`config.mk`:
```
export PLATFORM = sky130hd
export DESIGN_NAME = cbus_port
export DESIGN_NICKNAME = d
export VERILOG_FILES = /design/src/rtl/cbus_pkg.sv /design/src/rtl/cbus_decode.sv /design/src/rtl/cbus_regs.sv /design/src/rtl/cbus_rdmux.sv /design/src/rtl/cbus_port.sv
export SDC_FILE = /design/constraint.sdc
export NUM_CORES = 1
export LEC_CHECK = 0
export BUFFER_PORTS_ARGS = -buffer_cell sky130_fd_sc_hd__buf_2
export CAP_MARGIN = 5
export CORE_AREA = 2 2 85 87
export CTS_BUF_LIST = sky130_fd_sc_hd__clkbuf_8
export CTS_CLUSTER_SIZE = 40
export DETAILED_ROUTE_END_ITERATION = 6
export DIE_AREA = 0 0 87 89
export PLACE_DENSITY = 0.75
export SLEW_MARGIN = 20
export SYNTH_ARGS = -nofsm -noshare
export SYNTH_HDL_FRONTEND = slang
export SYNTH_SLANG_ARGS = --single-unit
```
`constraint.sdc`:
```
create_clock -name clk_i -period 1.4 [get_ports clk_i]
set_input_delay 0.14 -clock clk_i [delete_from_list [all_inputs] [get_ports clk_i]]
set_output_delay 0.14 -clock clk_i [all_outputs]
set_load 0.01 [all_outputs]
```
`src/rtl/cbus_pkg.sv`:
```
package cbus_pkg;
  typedef enum logic [1:0] {
    REG_CTL = 2'd0,
    REG_AUX = 2'd1,
    REG_RXD = 2'd2,
    REG_TXD = 2'd3
  } reg_idx_e;

  localparam int RX_IDX = int'(REG_RXD);
  localparam int TX_IDX = int'(REG_TXD);
endpackage

```
`src/rtl/cbus_decode.sv`:
```
module cbus_decode #(
  parameter int AW   = 3,
  parameter int IW   = AW - 1,
  parameter int NREG = 2 ** IW
) (
  input  logic            clk_i,
  input  logic            rst_ni,
  input  logic [AW-1:0]   addr_i,
  input  logic            byte_i,
  input  logic            ce_i,
  input  logic            wr_i,
  input  logic            strb_i,
  output logic [IW-1:0]   idx_o,
  output logic            hi_sel_o,
  output logic            oe_o,
  output logic [NREG-1:0] wr_lo_o,
  output logic [NREG-1:0] wr_hi_o,
  output logic [NREG-1:0] rd_lo_o,
  output logic [NREG-1:0] rd_hi_o
);
  logic act, act_q, start;
  logic lane_lo, lane_hi;

  assign act      = ce_i & strb_i;
  assign start    = act & ~act_q;
  assign idx_o    = addr_i[AW-1:1];
  assign hi_sel_o = addr_i[0];
  assign oe_o     = act & ~wr_i;
  // word access touches both lanes; byte access one
  assign lane_lo  = ~byte_i | ~addr_i[0];
  assign lane_hi  = ~byte_i |  addr_i[0];

  always_ff @(posedge clk_i or negedge rst_ni) begin
    if (!rst_ni) act_q <= 1'b0;
    else         act_q <= act;
  end

  for (genvar g = 0; g < NREG; g++) begin : g_sel
    logic hit;
    assign hit        = start && (idx_o == IW'(g));
    assign wr_lo_o[g] = hit &  wr_i & lane_lo;
    assign wr_hi_o[g] = hit &  wr_i & lane_hi;
    assign rd_lo_o[g] = hit & ~wr_i & lane_lo;
    assign rd_hi_o[g] = hit & ~wr_i & lane_hi;
  end
endmodule

```
`src/rtl/cbus_regs.sv`:
```
module cbus_regs #(
  parameter int NREG   = 4,
  parameter int DW     = 16,
  parameter int RO_IDX = 2,
  localparam int BW    = DW / 2
) (
  input  logic                    clk_i,
  input  logic                    rst_ni,
  input  logic [NREG-1:0]         wr_lo_i,
  input  logic [NREG-1:0]         wr_hi_i,
  input  logic [DW-1:0]           wd_i,
  input  logic [DW-1:0]           ro_val_i,
  output logic [NREG-1:0][DW-1:0] q_o
);
  for (genvar g = 0; g < NREG; g++) begin : g_reg
    if (g == RO_IDX) begin : g_ro
      logic unused_wr;
      assign unused_wr = wr_lo_i[g] | wr_hi_i[g];
      assign q_o[g]    = ro_val_i;
    end else begin : g_rw
      logic [BW-1:0] lo_q, hi_q;
      always_ff @(posedge clk_i or negedge rst_ni) begin
        if (!rst_ni) begin
          lo_q <= '0;
          hi_q <= '0;
        end else begin
          if (wr_lo_i[g]) lo_q <= wd_i[BW-1:0];
          if (wr_hi_i[g]) hi_q <= wd_i[DW-1:BW];
        end
      end
      assign q_o[g] = {hi_q, lo_q};
    end
  end
endmodule

```
`src/rtl/cbus_rdmux.sv`:
```
module cbus_rdmux #(
  parameter int NREG = 4,
  parameter int DW   = 16,
  parameter int IW   = $clog2(NREG),
  localparam int BW  = DW / 2
) (
  input  logic [NREG-1:0][DW-1:0] q_i,
  input  logic [IW-1:0]           idx_i,
  input  logic                    hi_sel_i,
  input  logic                    byte_i,
  input  logic                    oe_i,
  output logic [DW-1:0]           dat_o
);
  logic [DW-1:0] word;
  logic [BW-1:0] sel_b;

  always_comb begin
    word  = q_i[idx_i];
    sel_b = hi_sel_i ? word[DW-1:BW] : word[BW-1:0];
    if (!oe_i)       dat_o = '0;
    else if (byte_i) dat_o = {sel_b, sel_b};
    else             dat_o = word;
  end
endmodule

```
`src/rtl/cbus_port.sv`:
```
module cbus_port
  import cbus_pkg::*;
#(
  parameter int AW = 3,
  parameter int DW = 16
) (
  input  logic          clk_i,
  input  logic          rst_ni,
  input  logic [AW-1:0] addr_i,
  input  logic          byte_i,
  input  logic          ce_i,
  input  logic          wr_i,
  input  logic          strb_i,
  input  logic [DW-1:0] dat_i,
  output logic [DW-1:0] dat_o,
  output logic          dat_oe_o,
  input  logic [DW-1:0] rx_dsr_i,
  input  logic          tx_req_i,
  output logic [DW-1:0] ctl_o,
  output logic [DW-1:0] aux_o,
  output logic [DW-1:0] tx_dsr_o,
  output logic          tx_empty_o,
  output logic          rx_data_rd_o,
  output logic          rx_stat_rd_o,
  output logic          tx_wr_o
);
  localparam int IW   = AW - 1;
  localparam int NREG = 2 ** IW;
  localparam int BW   = DW / 2;

  logic [IW-1:0]           idx;
  logic                    hi_sel, oe;
  logic [NREG-1:0]         wr_lo, wr_hi, rd_lo, rd_hi;
  logic [NREG-1:0][DW-1:0] q;
  logic [DW-1:0]           wd;
  logic                    tx_load;
  logic                    rx_data_q, rx_stat_q, tx_wr_q, tx_empty_q;

  cbus_decode #(.AW(AW), .IW(IW), .NREG(NREG)) u_dec (
    .clk_i, .rst_ni, .addr_i, .byte_i, .ce_i, .wr_i, .strb_i,
    .idx_o(idx), .hi_sel_o(hi_sel), .oe_o(oe),
    .wr_lo_o(wr_lo), .wr_hi_o(wr_hi), .rd_lo_o(rd_lo), .rd_hi_o(rd_hi)
  );

  // byte writes come in on the low lanes
  assign wd = byte_i ? {dat_i[BW-1:0], dat_i[BW-1:0]} : dat_i;

  cbus_regs #(.NREG(NREG), .DW(DW), .RO_IDX(RX_IDX)) u_regs (
    .clk_i, .rst_ni, .wr_lo_i(wr_lo), .wr_hi_i(wr_hi),
    .wd_i(wd), .ro_val_i(rx_dsr_i), .q_o(q)
  );

  cbus_rdmux #(.NREG(NREG), .DW(DW), .IW(IW)) u_rdmux (
    .q_i(q), .idx_i(idx), .hi_sel_i(hi_sel), .byte_i, .oe_i(oe), .dat_o
  );

  assign tx_load = wr_lo[TX_IDX] | wr_hi[TX_IDX];

  always_ff @(posedge clk_i or negedge rst_ni) begin
    if (!rst_ni) begin
      rx_data_q  <= 1'b0;
      rx_stat_q  <= 1'b0;
      tx_wr_q    <= 1'b0;
      tx_empty_q <= 1'b0;
    end else begin
      rx_data_q <= rd_lo[RX_IDX];
      rx_stat_q <= rd_hi[RX_IDX];
      tx_wr_q   <= tx_load;
      if (tx_load)       tx_empty_q <= 1'b0;
      else if (tx_req_i) tx_empty_q <= 1'b1;
    end
  end

  logic unused_rd;
  assign unused_rd = ^{rd_lo, rd_hi};

  assign dat_oe_o     = oe;
  assign ctl_o        = q[int'(REG_CTL)];
  assign aux_o        = q[int'(REG_AUX)];
  assign tx_dsr_o     = q[TX_IDX];
  assign tx_empty_o   = tx_empty_q;
  assign rx_data_rd_o = rx_data_q;
  assign rx_stat_rd_o = rx_stat_q;
  assign tx_wr_o      = tx_wr_q;
endmodule

```
==> Yosys cells after proc, flatten, opt, wreduce, memory -nomap -nowiden <==
Index checks and enable logic that the tools add are counted.
W data, S select, Z words.
{ "word_totals": {"register_bits": 53, "output_inout_bits": 69, "inputBits": 42, "word_cells": 51} }
{ "op_classes": {"n_eq_ne": 3, "bitwise_logic": 22, "order_cmp": 1, "reduce_logical": 6, "n_mux": 8} }
{ "ops": {"columns": ["cell", "count"], "rows": [
  ["$mux W16", 4],
  ["$bmux W16 S2", 1],
  ["$and A1 B1 Y1", 15],
  ["$mux W8", 1],
  ["$eq A2 B2 Y1 const B", 2],
  ["$logic_and A1 B1 Y1", 4],
  ["$not A1 Y1", 4],
  ["$lt A2 B3 Y1 const B", 1],
  ["$or A1 B1 Y1", 3],
  ["$eq A2 B1 Y1 const B", 1],
  ["$logic_not A2 Y1", 1],
  ["$mux W1", 2],
  ["$reduce_bool A2 Y1", 1]
]} }

==> Longest topological paths before layout <==
Gate-level depths: netlist (run 1).
{ "logic_depth": {"ltp_word": 7, "mapped_depth": 7, "ltp_nobuf": 5} }

==> Cells and area by module <==
Synthesis (run 1) repeated with hierarchy kept, for this count alone.
{ "hier_totals": {"cells_unflattened": 281, "hier_area_um2": 3603.5} }
{ "modules_own_cells": {"columns": ["module", "seq_area_each_um2", "cells_per_inst", "area_each_um2", "instances"], "rows": [
  ["cbus_regs", 1201.2, 118, 2109.5, 1],
  ["cbus_rdmux", 0.0, 115, 1017.2, 1],
  ["cbus_port", 100.1, 16, 245.2, 1],
  ["cbus_decode", 25.0, 32, 231.5, 1]
]} }

==> Least setup slack after synthesis (run 1) <==
OpenSTA, ideal clock, no wires.
{ "synth_timing": {"path_type": "register -> register", "from": "register u_dec.act_q", "to": "register u_regs.g_reg[3].g_rw.lo_q[0]", "n_path_buf": 1, "setup_slack_ns": 0.006, "synth_period_minus_slack_ns": 1.394, "t_arrival_ns": 1.269, "setup_ns": 0.125, "path_stages_with_launch": 5, "required_ns": 1.275, "cell_sequence": "dfrtp_1 > and4b_1 > and3_1 > buf_2 > mux2_2"} }
{ "synth_via": {"elab_chain_len": 5} }
{ "synth_lines": {"columns": ["item", "line", "source"], "rows": [
  ["start: declaration", "cbus_decode.sv:21", "logic act, act_q, start;"],
  ["start signal: assignment", "cbus_decode.sv:35", "else act_q <= act;"],
  ["$not A1 Y1", "cbus_decode.sv:25", "assign start = act & ~act_q;"],
  ["$and A1 B1 Y1", "cbus_decode.sv:25", null],
  ["$logic_and A1 B1 Y1", "cbus_decode.sv:40", "assign hit = start && (idx_o == IW'(g));"],
  ["$and A1 B1 Y1 (2 in series)", "cbus_decode.sv:41", "assign wr_lo_o[g] = hit & wr_i & lane_lo;"],
  ["end signal: assignment", "cbus_regs.sv:27", "if (wr_lo_i[g]) lo_q <= wd_i[BW-1:0];"],
  ["end: declaration", "cbus_regs.sv:21", "logic [BW-1:0] lo_q, hi_q;"]
]} }
No other way between the ends.
A chain may end at the register's enable or synchronous reset.

==> Worst setup path in the final report (run 1) <==
{ "layout_timing": {"from": "register u_dec.act_q", "to": "register u_regs.g_reg[1].g_rw.hi_q[6]"} }
{ "layout_via": {"elab_chain_len": 5} }
{ "layout_lines": {"columns": ["item", "line", "source"], "rows": [
  ["$not A1 Y1", "cbus_decode.sv:25", null],
  ["$and A1 B1 Y1", "cbus_decode.sv:25", null],
  ["$logic_and A1 B1 Y1", "cbus_decode.sv:40", null],
  ["$and A1 B1 Y1 (2 in series)", "cbus_decode.sv:42", "assign wr_hi_o[g] = hit & wr_i & lane_hi;"],
  ["end signal: assignment", "cbus_regs.sv:28", "if (wr_hi_i[g]) hi_q <= wd_i[DW-1:BW];"],
  ["end: declaration", "cbus_regs.sv:21", null]
]} }
No other way between the ends.

==> results of run 1 <==
per-layer routing:
metal / track usage / vias to the layer above / wire length [µm]
met2: 0.477 / 219 / 6140
li1: - / 1451 / -
met4: 0.109 / 0 / 413
met5: 0 / - / 0
met1: 0.362 / 1669 / 4820
met3: 0.0379 / 35 / 903
power by group:
group / internal [mW] / switching (mW)
Combinational: 1.35 / 1.21
Sequential: 1.83 / 0.215
Clock: 0.582 / 0.534
Total: 3.76 / 1.96
synthesized netlist by cell type (6+ instances only):
master	instances	area, µm²
nand3_1	9	45.0
a21oi_1	19	95.1
mux2_2	48	541
buf_2	9	45.0
nand2_1	6	22.5
o22ai_1	23	144
nor2_1	27	101
dfrtp_1	53	1330
o21ai_0	16	80.1
nor3_1	15	75.1
nand4_1	8	50.1
o32ai_1	7	61.3
mux2i_1	16	160
cell families after synthesis:
family,synth area share
muxes,0.230
buffers and inverters,0.0455
and+or+nand+nor,0.162
DFF,0.435
AOI/OAI and AO/OA,0.128
final timing paths:
| path | from | end | slack (ps) | depth (start not counted) |
|---|---|---|---|---|
| max in group asynchronous | rst_ni | u_regs.g_reg[3].g_rw.lo_q[2]$_DFFE_PN0P_ | 800 | 3 |
| max reg2reg | u_dec.act_q$_DFF_PN0_ | u_regs.g_reg[1].g_rw.hi_q[6]$_DFFE_PN0P_ | -190 | 7 |
| max | u_dec.act_q$_DFF_PN0_ | u_regs.g_reg[1].g_rw.hi_q[6]$_DFFE_PN0P_ | -190 | 7 |
| min in group asynchronous | rst_ni | u_regs.g_reg[1].g_rw.hi_q[1]$_DFFE_PN0P_ | 330 | 3 |
| min | tx_req_i | tx_empty_o$_DFFE_PN0P_ | 50 | 3 |
| min reg2reg | tx_empty_o$_DFFE_PN0P_ | tx_empty_o$_DFFE_PN0P_ | 520 | 2 |
metrics by stage:
stage | cell area [µm²] | worst slack [ps]
finish | 5150 | -185
global route | 5150 | -251
CTS | 4600 | -160
detailed placement | 3970 | -130
global placement | 3970 | -54.3
floorplan | 3050 | 5.75
registers in the layout, summed over array words and instances, names as in the netlist:
name,count
rx_data_rd_o,1
rx_stat_rd_o,1
tx_empty_o,1
tx_wr_o,1
u_dec.act_q,1
u_regs.g.g_rw.hi_q,24
u_regs.g.g_rw.lo_q,24
repair_timing:
item	4_1_cts	5_1_grt
pin swaps	16	14
cloned	1	1
gates resized for setup	74	90
setup endpoints to repair	56	64
buffers inserted	30	16
hold buffers	1	0
endpoints found under the hold margin	53	0
final cells by class:
cell class / instances / area [µm²] / area share
inverter: 2 / 7.51 / 0.00146
multi-input combinational: 214 / 2220 / 0.431
sequential: 53 / 1330 / 0.258
clock buffer: 6 / 82.6 / 0.0160
clock inverter: 2 / 37.5 / 0.00728
tap: 80 / 100 / 0.0194
timing repair buffer: 197 / 1380 / 0.268
worst max-delay path, stage by stage (launching register included):
cell and delay [ps]:
dfrtp_1 420, nand4b_4 220, buf_6 150, nor4b_4 200, buf_4 180, buf_12 160
nor2_1 50, a21oi_1 130
==> impl_metrics.ini, run 1 <==
[status]
status = complete, but fails checks
violations = negative setup slack

[clock_network]
htreeDepth = 2
tritoncts = built
cts_buffers = 5
cts_sinks = 53
clock-root-buffer = clkbuf_8
clock_path_buffers = 2
clk_pin_slew_ps = 100
clk_latency_ps = 310

[logic_synthesis]
synthCells = 290
ys_seq_area_frac = 0.435
ys_warn_count = 0
synth_edf_count = 0
synth_seq_cells = 53
synth_ff_type = dfrtp_1
synth_cell_types = 30
synth.net_count = 332
async_flop_share = 1.00
netlist_area_mm2 = 0.00305
synth.avg_cell_area_um2 = 10.5

[timing]
min_period_ps = 1590
max_slew_margin = 0.677
holdWs_ps = 52.4
report.final.setup_viol = 59
setup_slack_ps = -185
setup-tns-final_ps = -6200
clock_skew_ps = 4.50
tightestPinTransition_ps = 484
rsz0062_at_grt = true
slew_viol_final = 0
hold_viol = 0
max_freq_ghz = 0.631
timing.final.crit_share = 1.13

[die]
io_pins = 111
die_w_um = 87
floorplan.rows = 30
die_h_um = 89
coreArea_mm2 = 0.00672
initial_core_util = 0.454
die-area_mm2 = 0.00774

[setup_path]
endpoint_kind = flop
worstSetupPathType = flop to flop
worstPathArrival_ps = 1820
crit_fanout = 8
startpoint_type = flop
required_ps = 1640

[finish]
final_nets = 515
area_delta_synth_final_pct = 69.1
antenna_cells = 0
fill_cells = 387
layout_commonest_cell = buf_2
utilization = 0.767
mostFrequentLayoutCells = buf_2, buf_4, dfrtp_1, mux2_4, o22ai_2
stdcell_count = 554
drive_gt1_frac = 0.736

[grt]
grt_pass1_wl_um = 16700
grt-ovfl-total = 0
grt_pass1_vias = 3206
grt_antenna_before_repair = 0
grt_max_degree = 54
grt_usage = 0.280

[routing]
route.detailed.wl_per_inst_um = 22.2
ant_nets = 0
avgViaCountPerCell = 6.09
drc_errors = 0
dr.first_iter.drc_count = 245
drt_pass1_iterations = 5
vias = 3374
routed_wl_um = 12300

[power_and_ir_drop]
irDropWorstVdd_mv = 0.755
leakage_nw = 2.47
power_mw = 5.72
powerDensity_mw_per_mm2 = 1110

[job]
max-cap-violations = 0

[place]
io_buffer_count = 110
gp_congestion = 0.897
dp_cells = 497
dp_hpwl_um = 7360

[min_path]
worst_hold_path_type = input pin to flop
No activity file was read; power rests on OpenSTA's default activity.
==> inputs of run 2 (changes only) <==
- CORE_AREA: 2 2 85 87 -> 2 2 78 80
- DIE_AREA: 0 0 87 89 -> 0 0 80 82
- PLACE_DENSITY: 0.75 -> 0.84
- clock period: 1.4 -> 1.95 ns (I/O delays scaled with it)
==> run 2 against run 1 <==
Flip-flop and latch count unchanged; combinational power fell by 59%; largest power group is now registers; clock-buffer cell count down 1; worst setup slack better by 310 ps; utilization decreased by 11 points; global-route usage fell by 0.67 points; hold slack better by 62 ps; die area down 15%; clock skew is 1.4 ps higher; the run now ends clean; total power is 45% lower.
==> impl_metrics.ini, run 2 (synthesis results as in run 1) <==
[finish]
layout_commonest_cell = buf_2
fin_area_mm2 = 0.00376
top_regs = u_regs.g.g_rw.hi_q x24, u_regs.g.g_rw.lo_q x24
final_nets = 442
antenna_cells = 0
area_delta_synth_final_pct = 23.4
drive_gt1_frac = 0.456
mostFrequentLayoutCells = buf_2, dfrtp_1, mux2_2, nor2_1, o22ai_1

[power_and_ir_drop]
switchingPower_mw = 1.07
combinationalPowerShare = 0.337
powerDensity_mw_per_mm2 = 829
clockPowerShare = 0.188
p_int_mw = 2.05
irDropWorstVdd_mv = 0.676
pwr-share-seq = 0.475
leakage_nw = 1.87
p_sw_frac = 0.344

[routing]
route.detailed.wl_per_inst_um = 18.7
ant_nets = 0
routed_wl_um = 8900
drc_errors = 0
vias = 2878
drt_pass1_iterations = 6
dr.first_iter.drc_count = 286
avgViaCountPerCell = 6.05

[place]
dp_hpwl_um = 6740
io_buffer_count = 110
gp_congestion = 0.952
place_area_mm2 = 0.00367

[grt]
grtUsageMet3 = 0.0352
grt-ovfl-total = 0
use_met2 = 0.465
grt_max_degree = 29
grt_pass1_vias = 2720
top_usage_layer = met2
met1_usage = 0.356
grt_pass1_wl_um = 13700
grt_usage = 0.273
grt_antenna_before_repair = 0

[timing]
slew_viol_final = 0
clock_skew_ps = 5.86
hold_viol = 0
max_freq_ghz = 0.547
timing.final.crit_share = 0.937
rsz0062_at_grt = false
report.final.setup_viol = 0
max_slew_margin = 0.660
min_period_ps = 1830
setup-tns-final_ps = 0
tightestPinTransition_ps = 509

[clock_network]
clk_latency_ps = 300
clock_path_buffers = 2
htreeDepth = 2
clk_pin_slew_ps = 90
post_cts_resized = 0
tritoncts = built
clock-root-buffer = clkbuf_8
cts_buffers = 5
cts_sinks = 53

[die]
die-area_mm2 = 0.00656
die_h_um = 82
floorplan.rows = 28
die_w_um = 80
coreArea_mm2 = 0.00575
io_pins = 111
initial_core_util = 0.531

[min_path]
worst_hold_path_type = input pin to flop

[setup_path]
reg2reg_slack_ps = 300
required_ps = 1750
crit_fanout = 16
worstSetupPathType = input pin to output pin
worstPathArrival_ps = 1630
endpoint_kind = output pin
startpoint_type = input pin

[job]
max-cap-violations = 0

[status]
status = finished, final reports clean
## run 2: worst max-delay path, cell delays in order
cell and delay, ps:
buf_2 260, buf_4 230, nand2b_1 350, o21ai_0 150
nor3_1 270, buf_2 190
## run 2: per-layer routing
| metal | vias to the layer above | share of wire |
|---|---|---|
| met1 | 1362 | 0.39 |
| met4 | 0 | 0.033 |
| met5 | - | 0 |
| li1 | 1305 | - |
| met3 | 27 | 0.080 |
| met2 | 184 | 0.49 |
## run 2: repair_timing
| action | CTS | global route |
|---|---|---|
| buffers inserted | 0 | 0 |
| hold buffers | 1 | 0 |
| endpoints found under the setup margin | 0 | 0 |
| hold endpoints to repair | 53 | 0 |
## run 2: power by group through the flow
stage | Clock, mW | Combinational, mW | Sequential, mW
final | 0.588 | 1.05 | 1.48
after global routing | 0.646 | 1.14 | 1.51
after CTS | 0.603 | 1.05 | 1.48
after detailed placement | 0 | 1.05 | 1.50
after global placement | 0 | 1.02 | 1.49
after floorplan | 0 | 0.510 | 1.58
## run 2: final cells by class
type | count | area, µm²
clock buffers | 5 | 68.8
flip-flops and latches | 53 | 1330
multi-input cells | 214 | 1580
well taps | 75 | 93.8
fillers | 489 | 1980
clock inverters | 3 | 11.3
repair buffers | 124 | 671
inverters | 2 | 7.51
## run 2: per-stage QoR
step | std cells | total power, mW | hold slack [ps] | worst slack (ps) | utilization
global route | 476 | 3.29 | 121 | 66.4 | 0.655
finish | 476 | 3.12 | 114 | 122 | 0.655
detailed placement | 467 | 2.55 | -11.0 | 160 | 0.639
global placement | 467 | 2.51 | -15.3 | 196 | 0.639
floorplan | 290 | 2.09 | -101 | 501 | -
CTS | 476 | 3.14 | 110 | 179 | 0.655
## run 2: final timing paths
kind,end,from,depth (start not counted)
setup / recovery,dat_o[15],addr_i[1],6
hold reg to reg,tx_empty_o$_DFFE_PN0P_,tx_empty_o$_DFFE_PN0P_,2
hold / removal,tx_empty_o$_DFFE_PN0P_,tx_req_i,3
min in group asynchronous,tx_wr_o$_DFF_PN0_,rst_ni,2
setup reg to reg,u_regs.g_reg[0].g_rw.hi_q[7]$_DFFE_PN0P_,u_dec.act_q$_DFF_PN0_,5
max in group asynchronous,u_regs.g_reg[3].g_rw.lo_q[4]$_DFFE_PN0P_,rst_ni,3
==> inputs of run 3 (changes only) <==
- CTS_CLUSTER_DIAMETER: not set -> 200
- RECOVER_POWER: not set -> 50
==> run 3 against run 2 <==
Sequential power barely moved; worst setup slack got worse by 48 ps; utilization fell by 0.78 points; flip-flop and latch count did not move; largest power group unchanged; highest routed layer unchanged.
==> impl_metrics.ini, run 3 (synthesis results as in run 1) <==
[grt]
top_usage_layer = met2
grt_pass1_wl_um = 13700
grt_antenna_before_repair = 0
use_met2 = 0.465
grtUsageMet3 = 0.0352
grt_usage = 0.273
grt_max_degree = 29
grt_pass1_vias = 2720
grt-ovfl-total = 0
met1_usage = 0.356

[finish]
top_regs = u_regs.g.g_rw.hi_q x24, u_regs.g.g_rw.lo_q x24
mostFrequentLayoutCells = buf_2, dfrtp_1, mux2_2, clkbuf_1, nor2_1
antenna_cells = 0
final_nets = 442
area_delta_synth_final_pct = 21.9
layout_commonest_cell = buf_2
drive_gt1_frac = 0.377

[status]
status = finished, final reports clean

[setup_path]
rr_endpoint = u_regs.g_reg[0].g_rw.hi_q[7]$_DFFE_PN0P_
startpoint_type = input pin
reg2reg_slack_ps = 310
required_ps = 1750
crit_fanout = 16
critPathMaxStageDelay_ps = 360
path_buf_inv = 3
cp_slowest_cell = nand2b_1
critPathMostFrequentCell = buf_2
r2r-start = u_dec.act_q$_DFF_PN0_
crit_family = buffers and inverters
worstPathCellList = buf_2 -> buf_4 -> nand2b_1 -> o21ai_0 -> nor3_1 -> buf_2
endpoint_kind = output pin
reg2regPathDepth = 5
worstSetupPathType = input pin to output pin
worstPathArrival_ps = 1680

[routing]
routed_wl_um = 8930
ant_nets = 0
drc_errors = 0
dr.first_iter.drc_count = 256
drt_pass1_iterations = 5
vias = 2875
avgViaCountPerCell = 6.04
route.detailed.wl_per_inst_um = 18.8

[clock_network]
clk_latency_ps = 300
clk_pin_slew_ps = 90
cts_sinks = 53
clock_path_buffers = 2
tritoncts = built
clock-root-buffer = clkbuf_8
htreeDepth = 2
post_cts_resized = 0
cts_buffers = 5

[die]
initial_core_util = 0.531
coreArea_mm2 = 0.00575
die_h_um = 82
io_pins = 111
floorplan.rows = 28
die-area_mm2 = 0.00656
die_w_um = 80

[timing]
max_freq_ghz = 0.533
clock_skew_ps = 5.40
setup-tns-final_ps = 0
hold_viol = 0
rsz0062_at_grt = false
min_period_ps = 1880
slew_viol_final = 0
holdWs_ps = 108
max_slew_margin = 0.516
timing.final.crit_share = 0.962
tightestPinTransition_ps = 726
report.final.setup_viol = 0

[job]
max-cap-violations = 0

[min_path]
worst_hold_path.endpoint = tx_empty_o$_DFFE_PN0P_
hp-start = tx_req_i
worst_hold_path_type = input pin to flop
hold_depth = 3

[place]
gp_congestion = 0.952
io_buffer_count = 110
dp_hpwl_um = 6740

[power_and_ir_drop]
irDropWorstVdd_mv = 0.663
powerDensity_mw_per_mm2 = 832
leakage_nw = 1.76
-- run 3: metal layers --
layer | vias up | routed length [µm]
li1 | 1303 | -
met1 | 1367 | 3540
met2 | 183 | 4420
met3 | 22 | 719
met4 | 0 | 248
met5 | - | 0
-- run 3: worst max-delay path by stage --
stage / from / endpoint / slack [ps] / depth (start not counted)
after detailed placement: addr_i[1] / u_regs.g_reg[1].g_rw.lo_q[3]$_DFFE_PN0P_ / 160 / 4
after CTS: addr_i[1] / dat_o[15] / 180 / 6
after global routing: addr_i[1] / dat_o[13] / 70 / 6
after global placement: addr_i[1] / dat_o[15] / 200 / 6
final: addr_i[1] / dat_o[15] / 70 / 6
after floorplan: addr_i[0] / dat_o[12] / 500 / 7
-- run 3: area by class of cell --
cell class / instances / area (µm²)
clock buffers: 5 / 68.8
clock inverters: 3 / 11.3
fillers: 508 / 2030
inverters: 2 / 7.51
multi-input cells: 214 / 1580
flip-flops and latches: 53 / 1330
well taps: 75 / 93.8
repair buffers: 124 / 626
-- run 3: tightest hold or removal path, cell delays in order --
cell,delay [ps]
buf_2,70
nor2_1,40
nor2_1,70
-- run 3: per-stage QoR --
stage	instance area, µm²	setup WS [ps]	power (mW)	std cells	util
after floorplan	3050	501	2.09	290	-
after global placement	3670	196	2.51	467	0.639
after detailed placement	3670	160	2.55	467	0.639
after CTS	3760	179	3.14	476	0.655
after global routing	3720	66.4	3.26	476	0.647
final	3720	73.8	3.09	476	0.647
-- run 3: timing repair --
item | 4_1_cts | 5_1_grt
setup endpoints to repair | 0 | 0
setup buffers | 0 | 0
endpoints found under the hold margin | 53 | 0
hold buffers | 1 | 0
-- run 3: power by group --
group / leakage [nW] / switching, mW / total [mW] / internal [mW]
Sequential: 0.665 / 0.173 / 1.49 / 1.31
Combinational: 1.05 / 0.558 / 1.01 / 0.455
Clock: 0.0519 / 0.350 / 0.591 / 0.241
Total: 1.76 / 1.08 / 3.09 / 2.01
